**config.mk**
```make
export PLATFORM = sky130hd
export DESIGN_NAME = uart_rx_oversample
export DESIGN_NICKNAME = d
export VERILOG_FILES = /design/src/rtl/uart_rx_pkg.sv /design/src/rtl/uart_rx_line_sync.sv /design/src/rtl/uart_rx_frame_sampler.sv /design/src/rtl/uart_rx_line_status.sv /design/src/rtl/uart_rx_oversample.sv
export SDC_FILE = /design/constraint.sdc
export NUM_CORES = 1
export LEC_CHECK = 0
export BUFFER_PORTS_ARGS = -buffer_cell sky130_fd_sc_hd__buf_2
export CAP_MARGIN = 20
export CORE_UTILIZATION = 53
export DETAILED_ROUTE_END_ITERATION = 6
export PLACE_DENSITY = 0.84
export SLEW_MARGIN = 5
export SYNTH_ARGS = -nofsm -noshare
export SYNTH_HDL_FRONTEND = slang
export SYNTH_HIERARCHICAL = 1
export SYNTH_SLANG_ARGS = --single-unit
export TNS_END_PERCENT = 10
```
**constraint.sdc**
```tcl
create_clock -name clk -period 1.85 [get_ports clk]
set_input_delay 0.4625 -clock clk [delete_from_list [all_inputs] [get_ports clk]]
set_output_delay 0.4625 -clock clk [all_outputs]
set_load 0.005 [all_outputs]
```
**src/rtl/uart_rx_pkg.sv**
```systemverilog
package uart_rx_pkg;

  typedef enum logic {
    RX_IDLE = 1'b0,
    RX_BUSY = 1'b1
  } rx_state_e;

  // Number of data bits selected by the two-bit width code
  function automatic logic [3:0] data_bits(input logic [1:0] code);
    return {2'b00, code} + 4'd5;
  endfunction

endpackage

```
**src/rtl/uart_rx_line_sync.sv**
```systemverilog
module uart_rx_line_sync #(
  parameter int STAGES = 2
) (
  input  logic clk,
  input  logic rst_n,
  input  logic din,
  output logic dout
);

  logic [STAGES-1:0] chain;

  generate
    for (genvar g = 0; g < STAGES; g++) begin : g_stage
      if (g == 0) begin : g_first
        always_ff @(posedge clk or negedge rst_n) begin
          if (!rst_n) chain[0] <= 1'b1;
          else        chain[0] <= din;
        end
      end else begin : g_next
        always_ff @(posedge clk or negedge rst_n) begin
          if (!rst_n) chain[g] <= 1'b1;
          else        chain[g] <= chain[g-1];
        end
      end
    end
  endgenerate

  assign dout = chain[STAGES-1];

endmodule

```
**src/rtl/uart_rx_frame_sampler.sv**
```systemverilog
module uart_rx_frame_sampler
  import uart_rx_pkg::*;
#(
  parameter int OS         = 16,
  parameter int FIRST_WAIT = 24,
  parameter int DATA_MAX   = 8
) (
  input  logic                clk,
  input  logic                rst_n,
  input  logic                tick,
  input  logic                line,
  input  logic [1:0]          wlen_sel,
  input  logic                par_en,
  input  logic                par_even,
  output logic                done,
  output logic [DATA_MAX-1:0] frm_data,
  output logic                frm_perr,
  output logic                frm_ferr,
  output logic                frm_brk
);

  localparam int CNT_W  = $clog2(FIRST_WAIT);
  localparam int IDX_W  = $clog2(DATA_MAX + 3);
  localparam int CHK_W  = $clog2(FIRST_WAIT + OS * (DATA_MAX + 2) + 1);
  localparam int DSEL_W = $clog2(DATA_MAX);

  rx_state_e          st;
  logic               prev_line;
  logic [CNT_W-1:0]   cnt;
  logic [IDX_W-1:0]   idx;
  logic [3:0]         nd_q;
  logic               pe_q, ev_q;
  logic [DATA_MAX-1:0] dsh;
  logic               pbit;
  logic               any_one;
  logic [IDX_W-1:0]   last_idx;
  logic               start_now, sample_now;

  assign last_idx   = IDX_W'(nd_q) + IDX_W'(pe_q);
  assign start_now  = tick && (st == RX_IDLE) && prev_line && !line;
  assign sample_now = tick && (st == RX_BUSY) && (cnt == '0);

  always_ff @(posedge clk or negedge rst_n) begin
    if (!rst_n) begin
      st        <= RX_IDLE;
      prev_line <= 1'b1;
      cnt       <= '0;
      idx       <= '0;
      nd_q      <= 4'd8;
      pe_q      <= 1'b0;
      ev_q      <= 1'b0;
      dsh       <= '0;
      pbit      <= 1'b0;
      any_one   <= 1'b0;
    end else if (tick) begin
      case (st)
        RX_IDLE: begin
          prev_line <= line;
          if (start_now) begin
            st      <= RX_BUSY;
            cnt     <= CNT_W'(FIRST_WAIT - 1);
            idx     <= '0;
            dsh     <= '0;
            any_one <= 1'b0;
            nd_q    <= data_bits(wlen_sel);
            pe_q    <= par_en;
            ev_q    <= par_even;
          end
        end
        RX_BUSY: begin
          if (cnt != '0) begin
            cnt <= cnt - 1'b1;
          end else begin
            cnt     <= CNT_W'(OS - 1);
            any_one <= any_one | line;
            idx     <= idx + 1'b1;
            if (idx < IDX_W'(nd_q))
              dsh[idx[DSEL_W-1:0]] <= line;
            else if (pe_q && (idx == IDX_W'(nd_q)))
              pbit <= line;
            if (idx == last_idx) begin
              st        <= RX_IDLE;
              prev_line <= line;
            end
          end
        end
        default: st <= RX_IDLE;
      endcase
    end
  end

  // Frame result, one-cycle pulse after the stop sample
  always_ff @(posedge clk or negedge rst_n) begin
    if (!rst_n) begin
      done     <= 1'b0;
      frm_data <= '0;
      frm_perr <= 1'b0;
      frm_ferr <= 1'b0;
      frm_brk  <= 1'b0;
    end else begin
      done <= 1'b0;
      if (sample_now && (idx == last_idx)) begin
        done     <= 1'b1;
        frm_data <= dsh;
        frm_ferr <= !line;
        frm_brk  <= !(any_one | line);
        frm_perr <= pe_q && (pbit != ((^dsh) ^ !ev_q));
      end
    end
  end

  // Independent tick counter for checking sample placement
  logic [CHK_W-1:0] chk_t;
  always_ff @(posedge clk or negedge rst_n) begin
    if (!rst_n)                 chk_t <= '0;
    else if (start_now)         chk_t <= '0;
    else if (tick && st == RX_BUSY) chk_t <= chk_t + 1'b1;
  end

  AST_SAMPLE_POINT: assert property (@(posedge clk) disable iff (!rst_n)
    sample_now |-> (int'(chk_t) == FIRST_WAIT - 1 + OS * int'(idx)));

  AST_START_ON_EDGE: assert property (@(posedge clk) disable iff (!rst_n)
    (tick && st == RX_IDLE && !prev_line) |=> (st == RX_IDLE));

endmodule

```
**src/rtl/uart_rx_line_status.sv**
```systemverilog
module uart_rx_line_status #(
  parameter int DATA_MAX = 8
) (
  input  logic                clk,
  input  logic                rst_n,
  input  logic                done,
  input  logic [DATA_MAX-1:0] frm_data,
  input  logic                frm_perr,
  input  logic                frm_ferr,
  input  logic                frm_brk,
  input  logic                rx_ready,
  input  logic                stat_rd,
  output logic                rx_valid,
  output logic [DATA_MAX-1:0] rx_data,
  output logic [7:0]          line_status
);

  logic ovr_q, pe_q, fe_q, bi_q;
  logic load, drop, take;

  assign take = rx_valid && rx_ready;
  assign load = done && (!rx_valid || rx_ready);
  assign drop = done && rx_valid && !rx_ready;

  always_ff @(posedge clk or negedge rst_n) begin
    if (!rst_n) begin
      rx_valid <= 1'b0;
      rx_data  <= '0;
    end else begin
      if (load) begin
        rx_valid <= 1'b1;
        rx_data  <= frm_data;
      end else if (take) begin
        rx_valid <= 1'b0;
      end
    end
  end

  // Sticky error flags: a new set in the same cycle as a clear wins
  always_ff @(posedge clk or negedge rst_n) begin
    if (!rst_n) begin
      ovr_q <= 1'b0;
      pe_q  <= 1'b0;
      fe_q  <= 1'b0;
      bi_q  <= 1'b0;
    end else begin
      ovr_q <= (ovr_q && !stat_rd) || drop;
      pe_q  <= (pe_q  && !stat_rd) || (load && frm_perr);
      fe_q  <= (fe_q  && !stat_rd) || (load && frm_ferr);
      bi_q  <= (bi_q  && !stat_rd) || (load && frm_brk);
    end
  end

  assign line_status = {3'b000, bi_q, fe_q, pe_q, ovr_q, rx_valid};

  AST_DONE_GIVES_VALID: assert property (@(posedge clk) disable iff (!rst_n)
    done |=> rx_valid);

  AST_TAKE_CLEARS: assert property (@(posedge clk) disable iff (!rst_n)
    (take && !done) |=> !rx_valid);

  AST_OVERRUN_KEEPS: assert property (@(posedge clk) disable iff (!rst_n)
    drop |=> (line_status[1] && $stable(rx_data)));

  AST_BREAK_FRAMES: assert property (@(posedge clk) disable iff (!rst_n)
    (load && frm_brk) |=> (line_status[4] && line_status[3] && rx_data == '0));

endmodule

```
**src/rtl/uart_rx_oversample.sv**
```systemverilog
module uart_rx_oversample #(
  parameter int OS          = 16,
  parameter int FIRST_WAIT  = 24,
  parameter int DATA_MAX    = 8,
  parameter int SYNC_STAGES = 2
) (
  input  logic       clk,
  input  logic       rst_n,
  input  logic       baud_tick,
  input  logic       rxd,
  input  logic [1:0] wlen_sel,
  input  logic       par_en,
  input  logic       par_even,
  input  logic       stat_rd,
  input  logic       rx_ready,
  output logic       rx_valid,
  output logic [7:0] rx_data,
  output logic [7:0] line_status
);

  logic                line_s;
  logic                done;
  logic [DATA_MAX-1:0] frm_data;
  logic                frm_perr, frm_ferr, frm_brk;
  logic [DATA_MAX-1:0] data_w;

  uart_rx_line_sync #(.STAGES(SYNC_STAGES)) u_sync (
    .clk  (clk),
    .rst_n(rst_n),
    .din  (rxd),
    .dout (line_s)
  );

  uart_rx_frame_sampler #(
    .OS(OS), .FIRST_WAIT(FIRST_WAIT), .DATA_MAX(DATA_MAX)
  ) u_sampler (
    .clk     (clk),
    .rst_n   (rst_n),
    .tick    (baud_tick),
    .line    (line_s),
    .wlen_sel(wlen_sel),
    .par_en  (par_en),
    .par_even(par_even),
    .done    (done),
    .frm_data(frm_data),
    .frm_perr(frm_perr),
    .frm_ferr(frm_ferr),
    .frm_brk (frm_brk)
  );

  uart_rx_line_status #(.DATA_MAX(DATA_MAX)) u_status (
    .clk        (clk),
    .rst_n      (rst_n),
    .done       (done),
    .frm_data   (frm_data),
    .frm_perr   (frm_perr),
    .frm_ferr   (frm_ferr),
    .frm_brk    (frm_brk),
    .rx_ready   (rx_ready),
    .stat_rd    (stat_rd),
    .rx_valid   (rx_valid),
    .rx_data    (data_w),
    .line_status(line_status)
  );

  assign rx_data = 8'(data_w);

  AST_STATUS_TOP_ZERO: assert property (@(posedge clk) disable iff (!rst_n)
    line_status[7:5] == 3'b000);

  AST_VALID_MIRROR: assert property (@(posedge clk) disable iff (!rst_n)
    line_status[0] == rx_valid);

endmodule

```
; ---- After elaboration in Yosys (flattened, before gate mapping)
; Cells that the tools add are included.
[word_totals]
ff_bits = 54
input_bits = 10
out_inout_bits = 17
wordCells = 109
[op_classes]
add_sub_neg = 4
order_cmp = 3
eq_ne = 7
n_mux = 26
n_bitwise = 5
reduce_logical = 41
[op_table]
columns = operator, n
row1 = $mux W8, 3
row2 = $logic_and A1 B1 Y1, 20
row3 = $pmux W8 S2, 1
row4 = $mux W1, 11
row5 = $mux W5, 2
row6 = $pmux W5 S2, 1
row7 = $reduce_and A3 Y1, 3
row8 = $bwmux W8, 1
row9 = $eq A4 B4 Y1, 2
row10 = $mux W4, 2
row11 = $pmux W4 S2, 1
row12 = $reduce_xor A8 Y1, 1
row13 = $logic_not A1 Y1, 6
row14 = $ne A2 B2 Y1 const B, 3
row15 = $pmux W1 S2, 3
row16 = $logic_not A5 Y1, 1
row17 = $logic_or A1 B1 Y1, 5
row18 = $reduce_and A5 Y1, 1
row19 = $reduce_bool A5 Y1, 1
row20 = $sub A5 B1 Y5 const B, 1
row21 = $add A2 B3 Y4 const B, 1
row22 = $add A4 B1 Y4, 1
row23 = $add A4 B1 Y4 const B, 1
row24 = $lt A3 B4 Y1 const B, 1
row25 = other kinds (11), 13

; ---- Longest topological paths before layout
; Gate-level depths: netlist of run 1.
[depth]
word_depth = 8
depth_mapped = 8
depth_no_buf = 7

; ---- By module
; Netlist of run 1, hierarchy kept.
[modules_own_cells]
columns = module, instances, cells_per_inst, area_per_inst_um2, seq_area_each_um2
row1 = uart_rx_frame_sampler, 1, 202, 2107.0, 978.4
row2 = uart_rx_line_status, 1, 45, 563.0, 325.3
row3 = uart_rx_line_sync, 1, 2, 52.6, 52.6

; ---- Least setup slack after synthesis of run 1
; No wires, ideal clock.
[synth_timing]
path_kind = reg2reg
startpoint = register u_sampler.idx[0]
endpoint = register u_sampler.pbit
setup_ns = 0.125
t_arrival_ns = 1.893
required_time_ns = 1.725
path_slack_ns = -0.167
path_stages_with_launch = 8
n_path_buf = 1
period_less_slack_ns = 2.017
cell_sequence = dfrtp_1 -> clkbuf_1 -> inv_1 -> ha_1 -> nor2b_1 -> o21bai_1 -> a2111oi_0 -> mux2_2
[synth_via]
elab_chain_len = 3
elab_cells_between_ends = 5
classes_between = order compare: 1 / eq/ne: 1 / bitwise: 1 / reduce/logical: 2
[synth_lines]
columns = element, line
row1 = from (decl), uart_rx_frame_sampler.sv:30  ; logic [IDX_W-1:0] idx;
row2 = from (signal assigned), uart_rx_frame_sampler.sv:76  ; idx <= idx + 1'b1;
row3 = $lt A4 B4 Y1 / $eq A4 B4 Y1 (equally long branches), "uart_rx_frame_sampler.sv:77, uart_rx_frame_sampler.sv:79"
row4 = $not A1 Y1 (no line) / $logic_and A1 B1 Y1 (equally long branches), -
row5 = $reduce_and A5 Y1 (no line) (*), -
row6 = to (signal assigned), uart_rx_frame_sampler.sv:80  ; pbit <= line;
row7 = to (decl), uart_rx_frame_sampler.sv:34  ; logic pbit;
; Mark *: on every way between the ends. The rest lies on a longest branch, timed or not.
; A chain may end at the register's enable or synchronous reset.

; ---- Final worst setup path of run 1
[layout_timing]
startpoint = register u_sampler.cnt[0]
endpoint = register u_sampler.dsh[7]
[layout_via]
elab_chain_len = 3
[layout_lines]
columns = element, line
row1 = from (decl), uart_rx_frame_sampler.sv:29  ; logic [CNT_W-1:0] cnt;
row2 = from (signal assigned), uart_rx_frame_sampler.sv:61  ; cnt <= CNT_W'(FIRST_WAIT - 1);
row3 = from (signal assigned), uart_rx_frame_sampler.sv:72  ; cnt <= cnt - 1'b1;
row4 = from (signal assigned), uart_rx_frame_sampler.sv:74  ; cnt <= CNT_W'(OS - 1);
row5 = $reduce_bool A5 Y1, uart_rx_frame_sampler.sv:71  ; if (cnt != '0) begin
row6 = $ne A2 B2 Y1 (no line), -
row7 = $reduce_and A4 Y1 (no line), -
row8 = "to (signal, indexed assignment)", uart_rx_frame_sampler.sv:78  ; dsh[idx[DSEL_W-1:0]] <= line;
row9 = to (decl), uart_rx_frame_sampler.sv:33  ; logic [DATA_MAX-1:0] dsh;
; Every way passes these cells.

==> results.sh, run 1 <==
export IMPL_syn_area_um2=2720
export IMPL_arrival_ns=2.14
export IMPL_dieHeight_um=73.7
export IMPL_gr_total_overflow=0
export IMPL_r2r_start="u_sampler/cnt[0]"
export IMPL_area_growth_pct=20.2
export IMPL_synth_area_leaders="dfrtp_1 46%, mux2_2 7.9%, ha_1 4.1%, dfstp_2 3.9%, nand3_1 3.9%"
export IMPL_cts_clk_slew_worst_paths_ns=0.09
export IMPL_p_leak_nw=1.59
export IMPL_fin_tns_setup_ns=-0.897
export IMPL_drt_iter0_markers=113
export IMPL_min_period_ns=1.93
export IMPL_async_flop_share_pct=100
export IMPL_pwr_share_clk_pct=16.5
export IMPL_core_um2=4820
export IMPL_slowest_stage="or4b_4"
export IMPL_r2r_end="u_sampler/dsh[7]"
export IMPL_cpPeakStageDelay_ns=0.50
export IMPL_crit_family="simple AND/OR/NAND/NOR gates"
export IMPL_die_area_um2=5430
export IMPL_post_route_period_util_pct=104
export IMPL_diodes=0
export IMPL_pwr_share_seq_pct=40.5
export IMPL_ios=27
export IMPL_critPathKind="reg -> reg"
export IMPL_grt_pass1_wl_mm=9.03
export IMPL_rows=25
export IMPL_crit_fanout=7
export IMPL_drc=0
export IMPL_syn_avg_cell_area_um2=10.9
export IMPL_holdWs_ns=0.133
export IMPL_ys_flop_type="dfrtp_1"
export IMPL_dr_pass1_iters=4
export IMPL_end_kind="flop"
export IMPL_drive_above_1_share_pct=36.4
export IMPL_ys_ff_latch=54
export IMPL_antenna_left=0
export IMPL_hp_class="in -> async"
export IMPL_gp_congestion=0.883
export IMPL_peakVddDrop_mv=0.691
export IMPL_p_per_area_nw_per_um2=1180
export IMPL_initial_utilization_pct=56.5
export IMPL_drv_slew=0
export IMPL_r2r_cells=7
export IMPL_yosys_warnings=6
export IMPL_ctsHoldBuffers=0
export IMPL_synth_top_area_share_pct=46.0
export IMPL_ys_types=48
export IMPL_post_dp_hpwl_mm=3.92
export IMPL_max_cap_violations=0
export IMPL_port_buffers=23
export IMPL_setup_ws_ns=-0.0788
export IMPL_vias=1956
export IMPL_viasPerCell=5.37
export IMPL_nets=316
export IMPL_start_kind="flop"
export IMPL_clk_latency_ns=0.31
export IMPL_path_buf_inv=2
export IMPL_htreeDepth=2
export IMPL_grt_pass1_vias=1956
export IMPL_required_ns=2.06
export IMPL_ys_seq_area_share_pct=49.8
export IMPL_grt_max_degree=55
export IMPL_reg2reg_slack_ns=-0.08
export IMPL_crit_chain="inv_1, ha_2, buf_6, or4b_4, a21boi_4, nand2_1, o311ai_2"
export IMPL_gr_usage_all_layers_pct=22.4
export IMPL_hold_viol_final=0
export IMPL_wl_per_cell_um=14.8
export IMPL_die_width_um=73.7
export IMPL_power_switching_mw=1.37
export IMPL_synth_edf_count=0
export IMPL_switching_share_pct=35.4
export IMPL_clk_path_buf_depth=2
export IMPL_synth_cells=249
export IMPL_p_comb_share_pct=43.1
export IMPL_rsz0062_at_grt="true"
export IMPL_violations="negative setup slack"
export IMPL_fin_skew_ns=0.00431
export IMPL_layout_common_cells="50 x dfrtp_1, 30 x buf_4, 27 x nand2_1"
export IMPL_antenna_found_initial=0
export IMPL_max_freq_mhz=518
export IMPL_synth_top_cell_by_area="dfrtp_1"
export IMPL_cts_tree="yes"
export IMPL_numCtsBuffers=5
export IMPL_utilization_pct=67.9
export IMPL_status="finished with violations"
export IMPL_setup_viol=18
export IMPL_layout_commonest_cell="dfrtp_1"
export IMPL_root_buffer="clkbuf_8"
export IMPL_p_int_mw=2.49
export IMPL_totalWireLength_mm=5.40
export IMPL_cts_sinks=54
[cell type report]
cell class,count,area (um^2)
Fill cell,399,1540
Sequential cell,54,1360
Multi-Input combinational cell,164,1290
Timing Repair Buffer,57,403
Tap cell,67,83.8
Clock buffer,5,68.8
Inverter,15,56.3
Clock inverter,2,15.0
[worst max path at each step]
stage / start / to / slack (ns) / cells after the start
floorplan: u_sampler/pe_q / u_sampler/frm_brk / -0.1 / 7
global placement: u_sampler/nd_q[3] / u_sampler/pbit / -0.15 / 6
detailed placement: u_sampler/nd_q[3] / u_sampler/pbit / -0.20 / 6
CTS: u_sampler/cnt[1] / u_sampler/dsh[7] / -0.08 / 7
global route: u_sampler/cnt[0] / u_sampler/frm_brk / -0.20 / 7
finish: u_sampler/cnt[0] / u_sampler/dsh[7] / -0.08 / 7
[synth_stat cells (all sizes together), types with 2 or more instances]
master	count
dfstp	4
clkbuf	7
nand2	28
buf	11
o31ai	4
nor2b	3
a21oi	3
xor2	4
a31oi	4
o2bb2ai	2
a22o	3
ha	9
inv	15
o21ai	16
nor3	3
mux2	19
nor2	10
nand2b	2
dfrtp	50
nand3	22
xnor2	10
xnor3	2
[cell families after synthesis]
logic type | count (synthesis) | share of synthesized area (%)
DFF | 54 | 49.8
muxes | 20 | 8.23
other | 1 | 0.138
AOI/OAI and AO/OA | 43 | 10.9
adders and majority gates | 9 | 4.14
xor gates and xnor gates | 16 | 6.16
buffers and inverters | 33 | 6.48
and+or+nand+nor | 73 | 14.2
[power groups by stage]
stage                     Combinational [mW]  Sequential [mW]  Clock (mW)
after CTS                               1.64             1.56       0.660
after floorplan                        0.943             1.58           0
after global placement                  1.49             1.55           0
final                                   1.66             1.56       0.634
after global routing                    1.81             1.59       0.693
after detailed placement                1.57             1.57           0
[metal layers]
metal | GRT usage [%] | share of wire [%] | wire length [um] | vias to the layer above
li1 | - | - | - | 946
met1 | 27.2 | 44 | 2390 | 938
met2 | 38.8 | 49 | 2670 | 60
met3 | 4.25 | 4.2 | 225 | 12
met4 | 9.83 | 2.1 | 116 | 0
met5 | 0 | 0 | 0 | -
[registers in the layout, summed over array words and instances (netlist names)]
| signal | flops |
|---|---|
| u_status/fe_q | 1 |
| u_sampler/frm_perr | 1 |
| u_sampler/cnt | 5 |
| u_sampler/idx | 4 |
| u_sampler/frm_ferr | 1 |
| u_sampler/prev_line | 1 |
| u_status/pe_q | 1 |
| u_status/ovr_q | 1 |
| u_status/bi_q | 1 |
| u_sampler/frm_data | 8 |
| u_sampler/st | 1 |
| u_sampler/pbit | 1 |
| u_sampler/dsh | 8 |
| u_sampler/nd_q | 4 |
| u_status/rx_valid | 1 |
| u_sync/dout | 1 |
| u_sampler/done | 1 |
| u_sampler/pe_q | 1 |
| u_status/rx_data | 8 |
| u_sync/chain | 1 |
| u_sampler/any_one | 1 |
| u_sampler/ev_q | 1 |
| u_sampler/frm_brk | 1 |
[through the flow]
stage	cell area (um^2)	instances	total power, mW	worst slack (ns)
final	3270	364	3.85	-0.0788
after global routing	3270	364	4.09	-0.201
after CTS	3250	363	3.86	-0.0794
after detailed placement	3110	356	3.13	-0.202
after global placement	3110	356	3.04	-0.146
after floorplan	2760	251	2.52	-0.0962
[repair_timing]
item | 4_1_cts | 5_1_grt
endpoints found under the setup margin | 23 | 26
buffers inserted | 0 | 1
gates resized for setup | 13 | 4
pin swaps | 11 | 2
Power figures use the tool's default switching activity.
==> run 2: changes to the inputs <==
--- a/config.mk
+++ b/config.mk
@@ -10,9 +10,9 @@
 export CORE_UTILIZATION = 53
 export DETAILED_ROUTE_END_ITERATION = 6
 export PLACE_DENSITY = 0.84
+export SETUP_SLACK_MARGIN = 0.4
 export SLEW_MARGIN = 5
 export SYNTH_ARGS = -nofsm -noshare
 export SYNTH_HDL_FRONTEND = slang
 export SYNTH_HIERARCHICAL = 1
 export SYNTH_SLANG_ARGS = --single-unit
-export TNS_END_PERCENT = 10
==> constraint.sdc (replaced) <==
create_clock -name clk -period 1.7 [get_ports clk]
set_input_delay 0.425 -clock clk [delete_from_list [all_inputs] [get_ports clk]]
set_output_delay 0.425 -clock clk [all_outputs]
set_load 0.005 [all_outputs]
==> results.sh, run 2 (same netlist as run 1, synthesis figures left out) <==
export IMPL_cts_tree="yes"
export IMPL_holdWs_ns=0.0227
export IMPL_dieHeight_um=73.7
export IMPL_critPathKind="reg -> reg"
export IMPL_power_total_mw=4.99
export IMPL_clk_path_buf_depth=2
export IMPL_start_kind="flop"
export IMPL_arrival_ns=2.22
export IMPL_setup_viol=27
export IMPL_drive_above_1_share_pct=53.6
export IMPL_port_buffers=23
export IMPL_totalWireLength_mm=6.82
export IMPL_gp_congestion=0.846
export IMPL_diodes=0
export IMPL_dr_pass1_iters=4
export IMPL_antenna_left=0
export IMPL_rsz0062_at_grt="true"
export IMPL_drv_slew=0
export IMPL_wl_per_cell_um=17.8
export IMPL_numCtsBuffers=5
export IMPL_crit_fanout=11
export IMPL_pwr_share_clk_pct=15.3
export IMPL_min_period_ns=2.01
export IMPL_initial_utilization_pct=56.5
export IMPL_antenna_found_initial=0
export IMPL_p_comb_share_pct=50.0
export IMPL_drc=0
export IMPL_root_buffer="clkbuf_8"
export IMPL_pwr_share_seq_pct=34.7
export IMPL_required_ns=1.91
export IMPL_vias=2174
export IMPL_cts_sinks=54
export IMPL_grt_pass1_vias=2126
export IMPL_switching_share_pct=38.7
export IMPL_clk_latency_ns=0.32
export IMPL_hold_viol_final=0
export IMPL_fin_skew_ns=0.00940
export IMPL_power_switching_mw=1.93
export IMPL_htreeDepth=2
export IMPL_cts_clk_slew_worst_paths_ns=0.10
export IMPL_end_kind="flop"
export IMPL_dpl_worst_slack_ns=-0.339
export IMPL_peakVddDrop_mv=1.19
export IMPL_post_dp_hpwl_mm=4.09
export IMPL_p_leak_nw=1.78
export IMPL_layout_commonest_cell="dfrtp_1"
export IMPL_status="finished with violations"
export IMPL_drt_iter0_markers=134
export IMPL_area_growth_pct=38.0
export IMPL_grt_max_degree=26
export IMPL_max_freq_mhz=497
export IMPL_ios=27
export IMPL_violations="negative setup slack"
export IMPL_grt_pass1_wl_mm=10.1
export IMPL_max_cap_violations=0
export IMPL_p_int_mw=3.06
export IMPL_die_width_um=73.7
export IMPL_gr_usage_all_layers_pct=25.6
export IMPL_rows=25
export IMPL_post_route_period_util_pct=118
export IMPL_layout_common_cells="50 x dfrtp_1, 40 x buf_4, 24 x buf_2"
export IMPL_viasPerCell=5.66
export IMPL_core_um2=4820
export IMPL_die_area_um2=5430
export IMPL_hp_class="in -> async"
export IMPL_gr_total_overflow=0
export IMPL_setup_ws_ns=-0.311
export IMPL_nets=335
export IMPL_reg_top3="u_sampler/dsh x8, u_sampler/frm_data x8, u_status/rx_data x8"
export IMPL_p_per_area_nw_per_um2=1330
==> run 2: worst max-delay path, stage by stage (launching register included) <==
cell,delay (ns)
dfrtp_1,0.41
ha_2,0.22
ha_4,0.22
xnor2_2,0.17
nand3_2,0.13
nor3_4,0.25
buf_12,0.16
mux2_2,0.33
==> run 2: power groups by stage <==
| stage | registers (mW) | clock network [mW] | logic (mW) |
|---|---|---|---|
| finish | 1.73 | 0.763 | 2.50 |
| detailed placement | 1.73 | 0 | 1.73 |
| global route | 1.76 | 0.837 | 2.65 |
| floorplan | 1.73 | 0 | 1.11 |
| global placement | 1.71 | 0 | 1.65 |
| CTS | 1.71 | 0.779 | 2.04 |
==> run 2: area by class of cell <==
cell class	count	area [um^2]
tap	67	83.8
inverter	15	56.3
clock inverter	3	26.3
multi-input combinational	164	1570
fill	299	1060
sequential	54	1360
clock buffer	5	68.8
timing repair buffer	76	591
==> run 2: stage by stage <==
step	setup TNS, ns	instance area [um^2]	util, %	instances
global route	-7.00	3760	78.0	384
detailed placement	-4.23	3160	65.6	356
CTS	-4.29	3490	72.5	372
floorplan	-2.32	2820	-	251
finish	-5.93	3760	78.0	384
global placement	-2.94	3160	65.6	356
==> run 2: timing repair <==
item / 4_1_cts / 5_1_grt
pin swaps: 15 / 18
setup buffers: 7 / 11
endpoints found under the setup margin: 40 / 42
hold buffers: 0 / 0
gates cloned: 1 / 1
resized for setup: 38 / 39
==> run 2: worst paths after layout <==
path	slack (ns)	end	start	depth (start not counted)
min	0.02	u_sampler/idx[0]	rst_n	1
min reg2reg	0.36	u_sync/dout	u_sync/chain[0]	0
min in group clk	0.20	u_sync/chain[0]	rxd	1
max reg2reg	-0.31	u_sampler/frm_brk	u_sampler/pe_q	7
max	-0.31	u_sampler/frm_brk	u_sampler/pe_q	7
max in group asynchronous	1.06	u_sampler/nd_q[3]	rst_n	2
==> run 2: per-layer routing <==
metal | global-route usage (%) | wire [um] | up-vias
li1 | - | - | 988
met1 | 33.1 | 2790 | 1090
met5 | 0 | 0 | -
met2 | 41.8 | 3540 | 75
met3 | 3.84 | 303 | 21
met4 | 13.2 | 192 | 0
